--- src/rtl/wdog_pkg.sv ---
package wdog_pkg;
  localparam int REG_W   = 8;
  localparam int B_START = 0;
  localparam int B_REFR  = 1;
  localparam int B_FLAG  = 2;
  localparam int B_RSTEN = 3;
  localparam int B_OUTEN = 4;
  localparam int USED_W  = 5;

  typedef struct packed {
    logic out_en;
    logic rst_en;
    logic flag;
    logic refr;
    logic start;
  } wdog_ctl_t;

  function automatic logic [REG_W-1:0] ctl_to_bus(input wdog_ctl_t c);
    logic [REG_W-1:0] v;
    v          = '0;
    v[B_START] = c.start;
    v[B_REFR]  = c.refr;
    v[B_FLAG]  = c.flag;
    v[B_RSTEN] = c.rst_en;
    v[B_OUTEN] = c.out_en;
    return v;
  endfunction
endpackage

--- src/rtl/wdog_count.sv ---
module wdog_count #(
  parameter int CNT_W = 14
) (
  input  logic clk,
  input  logic rst_n,
  input  logic run,
  input  logic reload,
  input  logic clr,
  input  logic hold_off,
  output logic wrap
);
  localparam logic [CNT_W-1:0] TERM = '1;

  logic [CNT_W-1:0] cnt;

  function automatic logic [CNT_W-1:0] step(input logic [CNT_W-1:0] v);
    return v + 1'b1;
  endfunction

  function automatic logic at_term(input logic [CNT_W-1:0] v);
    return v == TERM;
  endfunction

  assign wrap = run && at_term(cnt) && !reload && !hold_off;

  always_ff @(posedge clk or negedge rst_n) begin
    if (!rst_n)      cnt <= '0;
    else if (clr)    cnt <= '0;
    else if (reload) cnt <= '0;
    else if (run)    cnt <= step(cnt);
  end

  // a stopped counter holds its value
  a_r3_hold_when_stopped: assert property (@(posedge clk) disable iff (!rst_n)
    (!run && !reload && !clr) |=> $stable(cnt));

  // a reload leaves the counter at zero
  a_r4_reload_zero: assert property (@(posedge clk) disable iff (!rst_n)
    reload |=> (cnt == '0));
endmodule

--- src/rtl/wdog_regs.sv ---
module wdog_regs
  import wdog_pkg::*;
(
  input  logic             clk,
  input  logic             rst_n,
  input  logic             wr_en,
  input  logic [REG_W-1:0] wr_data,
  input  logic             wrap,
  input  logic             wd_rst,
  output wdog_ctl_t        ctl
);
  logic unused_hi_bits;
  assign unused_hi_bits = ^wr_data[REG_W-1:USED_W];

  logic wr_start, wr_refr, wr_clr, wr_rsten, wr_outen;
  assign wr_start = wr_en & wr_data[B_START];
  assign wr_refr  = wr_en & wr_data[B_REFR];
  assign wr_clr   = wr_en & wr_data[B_FLAG];
  assign wr_rsten = wr_en & wr_data[B_RSTEN];
  assign wr_outen = wr_en & wr_data[B_OUTEN];

  always_ff @(posedge clk or negedge rst_n) begin
    if (!rst_n) begin
      ctl <= '0;
    end else if (wd_rst) begin
      ctl        <= '0;
      ctl.flag   <= 1'b1;
    end else begin
      if (wr_en) begin
        ctl.start  <= wr_start;
        ctl.rst_en <= wr_rsten;
        ctl.out_en <= wr_outen;
      end
      ctl.refr <= wr_refr && !ctl.refr;
      if (wrap)        ctl.flag <= 1'b1;
      else if (wr_clr) ctl.flag <= 1'b0;
    end
  end

  // refresh request lasts one cycle
  a_r11_refresh_self_clear: assert property (@(posedge clk) disable iff (!rst_n)
    ctl.refr |=> !ctl.refr);

  // the flag only drops on a write of 1 to its bit
  a_r5_flag_clear_by_write: assert property (@(posedge clk) disable iff (!rst_n)
    $fell(ctl.flag) |-> $past(wr_en && wr_data[B_FLAG]));
endmodule

--- src/rtl/wdog_stretch.sv ---
module wdog_stretch #(
  parameter int LEN = 32
) (
  input  logic clk,
  input  logic rst_n,
  input  logic fire,
  input  logic en,
  output logic pin
);
  localparam int PW = $clog2(LEN + 1);
  localparam logic [PW-1:0] LOAD = PW'(LEN);

  logic [PW-1:0] left;

  always_ff @(posedge clk or negedge rst_n) begin
    if (!rst_n)              left <= '0;
    else if (fire && en)     left <= LOAD;
    else if (left != '0)     left <= left - 1'b1;
  end

  assign pin = (left != '0);

  // pin only rises from an enabled watchdog reset
  a_r8_pin_source: assert property (@(posedge clk) disable iff (!rst_n)
    $rose(pin) |-> $past(fire && en));

  // remaining length never exceeds the configured pulse
  a_r8_len_bound: assert property (@(posedge clk) disable iff (!rst_n)
    left <= LOAD);
endmodule

--- src/rtl/wdog_ctl.sv ---
module wdog_ctl
  import wdog_pkg::*;
#(
  parameter int CNT_W     = 14,
  parameter int PULSE_LEN = 32
) (
  input  logic             clk,
  input  logic             por_n,
  input  logic             ext_rst_n,
  input  logic             wr_en,
  input  logic [REG_W-1:0] wr_data,
  output logic [REG_W-1:0] rd_data,
  output logic             chip_rst,
  output logic             rst_pin
);
  logic      hw_rst_n;
  logic      refr_wr;
  logic      wrap;
  logic      wd_rst;
  wdog_ctl_t ctl;

  assign hw_rst_n = por_n & ext_rst_n;
  assign refr_wr  = wr_en & wr_data[B_REFR];
  assign wd_rst   = wrap & ctl.rst_en;

  wdog_count #(.CNT_W(CNT_W)) u_count (
    .clk      (clk),
    .rst_n    (hw_rst_n),
    .run      (ctl.start),
    .reload   (ctl.refr),
    .clr      (wd_rst),
    .hold_off (refr_wr),
    .wrap     (wrap)
  );

  wdog_regs u_regs (
    .clk     (clk),
    .rst_n   (hw_rst_n),
    .wr_en   (wr_en),
    .wr_data (wr_data),
    .wrap    (wrap),
    .wd_rst  (wd_rst),
    .ctl     (ctl)
  );

  wdog_stretch #(.LEN(PULSE_LEN)) u_stretch (
    .clk   (clk),
    .rst_n (hw_rst_n),
    .fire  (wd_rst),
    .en    (ctl.out_en),
    .pin   (rst_pin)
  );

  always_ff @(posedge clk or negedge hw_rst_n) begin
    if (!hw_rst_n) chip_rst <= 1'b0;
    else           chip_rst <= wd_rst;
  end

  assign rd_data = ctl_to_bus(ctl);

  // chip reset request is a single cycle
  a_r7_one_shot: assert property (@(posedge clk) disable iff (!hw_rst_n)
    chip_rst |=> !chip_rst);

  // control cleared, flag kept, during chip reset
  a_r7_state_on_reset: assert property (@(posedge clk) disable iff (!hw_rst_n)
    chip_rst |-> (ctl.flag && !ctl.start && !ctl.rst_en && !ctl.out_en));

  // overflow without reset enable raises no chip reset
  a_r6_no_reset_when_off: assert property (@(posedge clk) disable iff (!hw_rst_n)
    (wrap && !ctl.rst_en) |=> !chip_rst);

  // a pending refresh blocks the overflow flag
  a_r10_refresh_wins: assert property (@(posedge clk) disable iff (!hw_rst_n)
    ctl.refr |=> !$rose(ctl.flag));

  // unused upper bits read zero
  a_r2_upper_zero: assert property (@(posedge clk) disable iff (!hw_rst_n)
    rd_data[REG_W-1:USED_W] == '0);
endmodule

--- config.mk ---
export PLATFORM = sky130hd
export DESIGN_NAME = wdog_ctl
export DESIGN_NICKNAME = d
export VERILOG_FILES = /design/src/rtl/wdog_pkg.sv /design/src/rtl/wdog_count.sv /design/src/rtl/wdog_regs.sv /design/src/rtl/wdog_stretch.sv /design/src/rtl/wdog_ctl.sv
export SDC_FILE = /design/constraint.sdc
export NUM_CORES = 1
export LEC_CHECK = 0
export BUFFER_PORTS_ARGS = -buffer_cell sky130_fd_sc_hd__buf_2
export CORE_ASPECT_RATIO = 1.4
export CORE_UTILIZATION = 35
export DETAILED_ROUTE_END_ITERATION = 8
export PLACE_DENSITY = 0.59
export SLEW_MARGIN = 20
export SYNTH_ARGS = -nofsm -noshare
export SYNTH_HDL_FRONTEND = slang
export SYNTH_SLANG_ARGS = --single-unit
export TNS_END_PERCENT = 5
--- constraint.sdc ---
create_clock -name clk -period 2.15 [get_ports clk]
set_input_delay 0.215 -clock clk [delete_from_list [all_inputs] [get_ports clk]]
set_output_delay 0.215 -clock clk [all_outputs]
set_load 0.02 [all_outputs]
**Yosys cells after proc, flatten, opt, wreduce, memory -nomap -nowiden**

Index checks and enable logic that the tools add are counted.

- Flip-flop bits (word level): 26
- Output and inout bits: 10
- Word-level logic and storage cells: 40

- Add/sub/neg operators: 2
- Eq/ne operators: 1
- Multiplexer cells: 10
- Bitwise operators: 7
- Reduce and logical (&&, ||, !) cells: 12

Operator list:

| operator | count |
|---|---|
| two-way mux 14 bit | 3 |
| adder 14 x 1 -> 14 bit (second input constant) | 1 |
| equality test 14 bit (second input constant) | 1 |
| two-way mux 6 bit | 2 |
| bitwise AND 1 bit | 7 |
| nonzero test 3 bit | 2 |
| nonzero test 6 bit | 1 |
| subtractor 6 x 1 -> 6 bit (second input constant) | 1 |
| logical AND 1 bit | 5 |
| two-way mux 5 bit | 1 |
| nonzero test 2 bit | 2 |
| two-way mux 1 bit | 3 |
| zero test 1 bit | 2 |
| two-way mux 2 bit | 1 |

**Depth between registers and ports, before layout**

- Depth in word-level cells: 7
- Gate-level depth with buffers: 7
- Depth with buffers taken out: 6

**Hierarchy**

From an unflattened synthesis, not the netlist that was laid out.

- Cells, all modules: 141
- Area, all modules: 1,397.6 um2

Modules (own cells, without submodules):

| module | times used | cells each | area an instance (um2) |
|---|---|---|---|
| wdog_count | 1 | 79 | 783.3 |
| wdog_stretch | 1 | 39 | 347.8 |
| wdog_regs | 1 | 15 | 196.4 |
| wdog_ctl | 1 | 8 | 70.1 |

**Least setup slack after synthesis**

No wires, ideal clock.

- Path kind: reg2reg
- Start point: register u_stretch.left[0]
- End point: register u_stretch.left[1]
- Setup time: 0.127 ns
- Arrival: 1.677 ns
- Data required time: 2.023 ns
- Slack: 0.346 ns
- Stages on the path, launching flop included: 8
- Path buffers: 1
- Clock period less this slack: 1.804 ns
- Path through: dfrtp_1 inv_1 ha_1 or3b_1 or3_1 buf_6 mux2i_1 a21boi_2

RTL lines:

| element | RTL line | text |
|---|---|---|
| from (decl) | wdog_stretch.sv:13 | `logic [PW-1:0] left;` |
| from (signal assigned) | wdog_stretch.sv:18 | `else if (left != '0) left <= left - 1'b1;` |
| nonzero test 6 bit | - |  |
| named net rst_pin | wdog_ctl.sv:14 | `output logic rst_pin` |
| nonzero test 2 bit (no source line) | - |  |

The timed path passes the listed nets, and every way through them passes these cells. The select of a mux whose other input is x is not followed.
A chain may end at the register's enable or synchronous reset.

**Worst setup path in the final report**

- Start point: register u_stretch.left[1]
- End point: output port rst_pin

- Word-level cells in the longest chain between the ends: 1

RTL lines:

| element | RTL line | text |
|---|---|---|
| nonzero test 6 bit | wdog_stretch.sv:21 | `assign pin = (left != '0);` |
| to (decl) | wdog_ctl.sv:14 |  |

No other way between the ends.

==> impl_metrics.tcl <==
set metrics [dict create \
    vdd_drop_max_uv 394 \
    synthAdderAreaFrac_pct 1.80 \
    yosys.area_share.simple_pct 25.1 \
    seqCellArea_um2 651 \
    setup_viol 0 \
    nets 172 \
    ys_ff_latch 26 \
    r2r_setup_slack_ns 0.26 \
    cts_buffers 3 \
    p_leak_nw 0.740 \
    hp-class "primary input to asynchronous set/reset pin" \
    rsz0062_at_grt "false" \
    worstSetupEndpointType "primary output" \
    synth-compound-area-share_pct 9.61 \
    r2r-start "u_count.cnt[0]$_DFFE_PN0P_" \
    syn_inst 143 \
    clock.fmax_mhz 483 \
    tritoncts "yes" \
    ant_nets 0 \
    cp.required_ns 1.93 \
    maxCapViolations 0 \
    dp_cells 194 \
    holdWs_ns 0.0347 \
    synth_mux_area_share_pct 3.68 \
    finalCriticalPeriod_ns 2.07 \
    viasPerCell 5.34 \
    syn_avg_cell_area_um2 9.75 \
    slew_violations 0 \
    clk_pin_slew_ns 0.09 \
    rows 26 \
    p_per_area_nw_per_um2 684 \
    die_height_um 76.7 \
    instances_no_fill 199 \
    fillers 361 \
    antenna_found_initial 0 \
    cts_sinks 26 \
    clockBufferDepth 2 \
    hpwl_um 2090 \
    io_buffer_count 15 \
    post-route-period-util_pct 96.2 \
    arrival_ns 1.85 \
    syn_area_um2 1390 \
    hold_viol_final 0 \
    place_congestion 0.760 \
    wl_per_cell_um 13.9 \
    start_util_pct 37.3 \
    ys_seq_area_share_pct 46.7 \
    grt_pass1_vias 1099 \
    drt_iter0_markers 26 \
    r2r-end "u_stretch.left[3]$_DFFE_PN0P_" \
    clk_latency_ns 0.26 \
    setup_tns_ns 0 \
    grtUsageTotal_pct 14.4 \
    reg2regPathDepth 6 \
    core-area_um2 3740 \
    cp-start-kind "flop" \
    io_pins 22 \
    status "completed" \
    grt_start_max_net_pins 27 \
    layout-drive-gt1-share_pct 21.7 \
    dr.pass1.iters 4 \
    diodes 0 \
    setup_slack_ns 0.0807 \
    cts_hold_buf 0 \
    critical_path_class "flop to primary output" \
    remaining_drc_errors 0 \
    synth-main-ff-cell "dfrtp_1" \
    grt_pass1_wl_um 4990 \
    async_reset_ff_share_pct 100 \
    design.die.area_um2 4240 \
    synth_edf_count 0 \
    pre_cts_ws_ns 0.215 \
    ys_warn_count 0 \
    multiInputGateArea_um2 671 \
    cp_max_fo 5 \
    synth_top_family_by_area "simple AND/OR/NAND/NOR gates" \
    synth_xor_area_share_pct 5.66 \
    htreeDepth 1 \
    finClkSkew_ns 0.00184 \
    vias 1062 \
    syn2layout_area_growth_pct 11.9 \
    drt_wl_total_um 2770 \
    die_w_um 55.3 \
    clockRootBuffer "clkbuf_8" \
    grt-ovfl-total 0 \
    ys_types 43 \
]
[worst max path at each step]
stage,depth (start not counted),start,endpoint
CTS,5,u_stretch.left[0]$_DFFE_PN0P_,rst_pin
floorplan,7,u_stretch.left[0]$_DFFE_PN0P_,u_stretch.left[1]$_DFFE_PN0P_
detailed placement,6,u_stretch.left[0]$_DFFE_PN0P_,u_stretch.left[1]$_DFFE_PN0P_
global route,5,u_stretch.left[1]$_DFFE_PN0P_,rst_pin
global placement,6,u_stretch.left[0]$_DFFE_PN0P_,u_stretch.left[1]$_DFFE_PN0P_
finish,5,u_stretch.left[1]$_DFFE_PN0P_,rst_pin
[flip-flops by register name (all words and copies together), names as in the netlist]
| register | cells |
|---|---|
| chip_rst | 1 |
| u_regs.ctl | 5 |
| u_count.cnt | 14 |
| u_stretch.left | 6 |
[layout make-up]
class | instances | share of cell area [%]
clock buffer | 4 | 3.53
multi-input combinational | 102 | 43.0
timing repair buffer | 20 | 7.22
inverter | 5 | 1.20
tap | 42 | 3.37
sequential | 26 | 41.7
[layout by cell type (no fill, tap or decap), drive strengths merged, types with 4 or more instances in the layout]
cell type  instances
mux2i              4
xnor2              6
nand4              4
clkbuf             4
nand2             13
nor3b              4
buf               20
inv                5
nor3               5
dfrtp             26
nor2              17
a21oi              8
[what timing repair did]
action | CTS | global route
setup buffers | 0 | 1
gates resized for setup | 1 | 3
endpoints found under the setup margin | 1 | 1
[through the flow]
step	instance area, um2	power, mW	util, %
after floorplan	1400	0.723	-
after global placement	1480	0.756	39.5
after detailed placement	1480	0.770	39.5
after CTS	1540	1.08	41.1
after global routing	1560	1.13	41.7
final	1560	1.07	41.7
[cell usage after synthesis (2+ instances only)]
cell,count,area share [%]
o21ai_0,3,1.1
a21oi_1,8,2.9
nand4_1,3,1.3
inv_1,5,1.3
nand2_1,13,3.5
xnor2_1,6,3.8
clkbuf_1,2,0.54
xor2_1,3,1.9
nand3b_1,2,1.1
mux2i_1,4,2.9
or3b_2,2,1.3
nor4_1,3,1.3
dfrtp_1,26,47
nor3b_1,4,2.2
nor2_1,17,4.6
ha_1,2,1.8
or3_1,3,1.3
nor3_1,4,1.4
nor2b_1,2,0.90
buf_4,7,3.8
buf_2,2,0.72
[per-layer routing]
metal	vias up	part of all wire, %	global-route usage, %
met5	-	0	0
met4	0	0.90	5.00
met3	4	1.9	1.69
met2	13	54	26.1
met1	528	43	17.4
li1	517	-	-
[critical path: stages (launching register included)]
cell and delay (ns):
dfrtp_1 0.39, inv_1 0.11, ha_4 0.15, or3b_4 0.38
or3_4 0.38, buf_2 0.18
[report_power, final]
group / internal, mW / switching (mW) / leakage [nW]
Combinational: 0.0701 / 0.0882 / 0.366
Sequential: 0.536 / 0.0633 / 0.346
Clock: 0.163 / 0.146 / 0.0288
Total: 0.770 / 0.298 / 0.740
[cell families after synthesis]
group,after synthesis
and+or+nand+nor,63
AOI/OAI and AO/OA,20
adders and majority gates,2
xor gates and xnor gates,9
other,1
muxes,5
buffers and inverters,17
DFF,26
No activity file was read; power rests on OpenSTA's default activity.
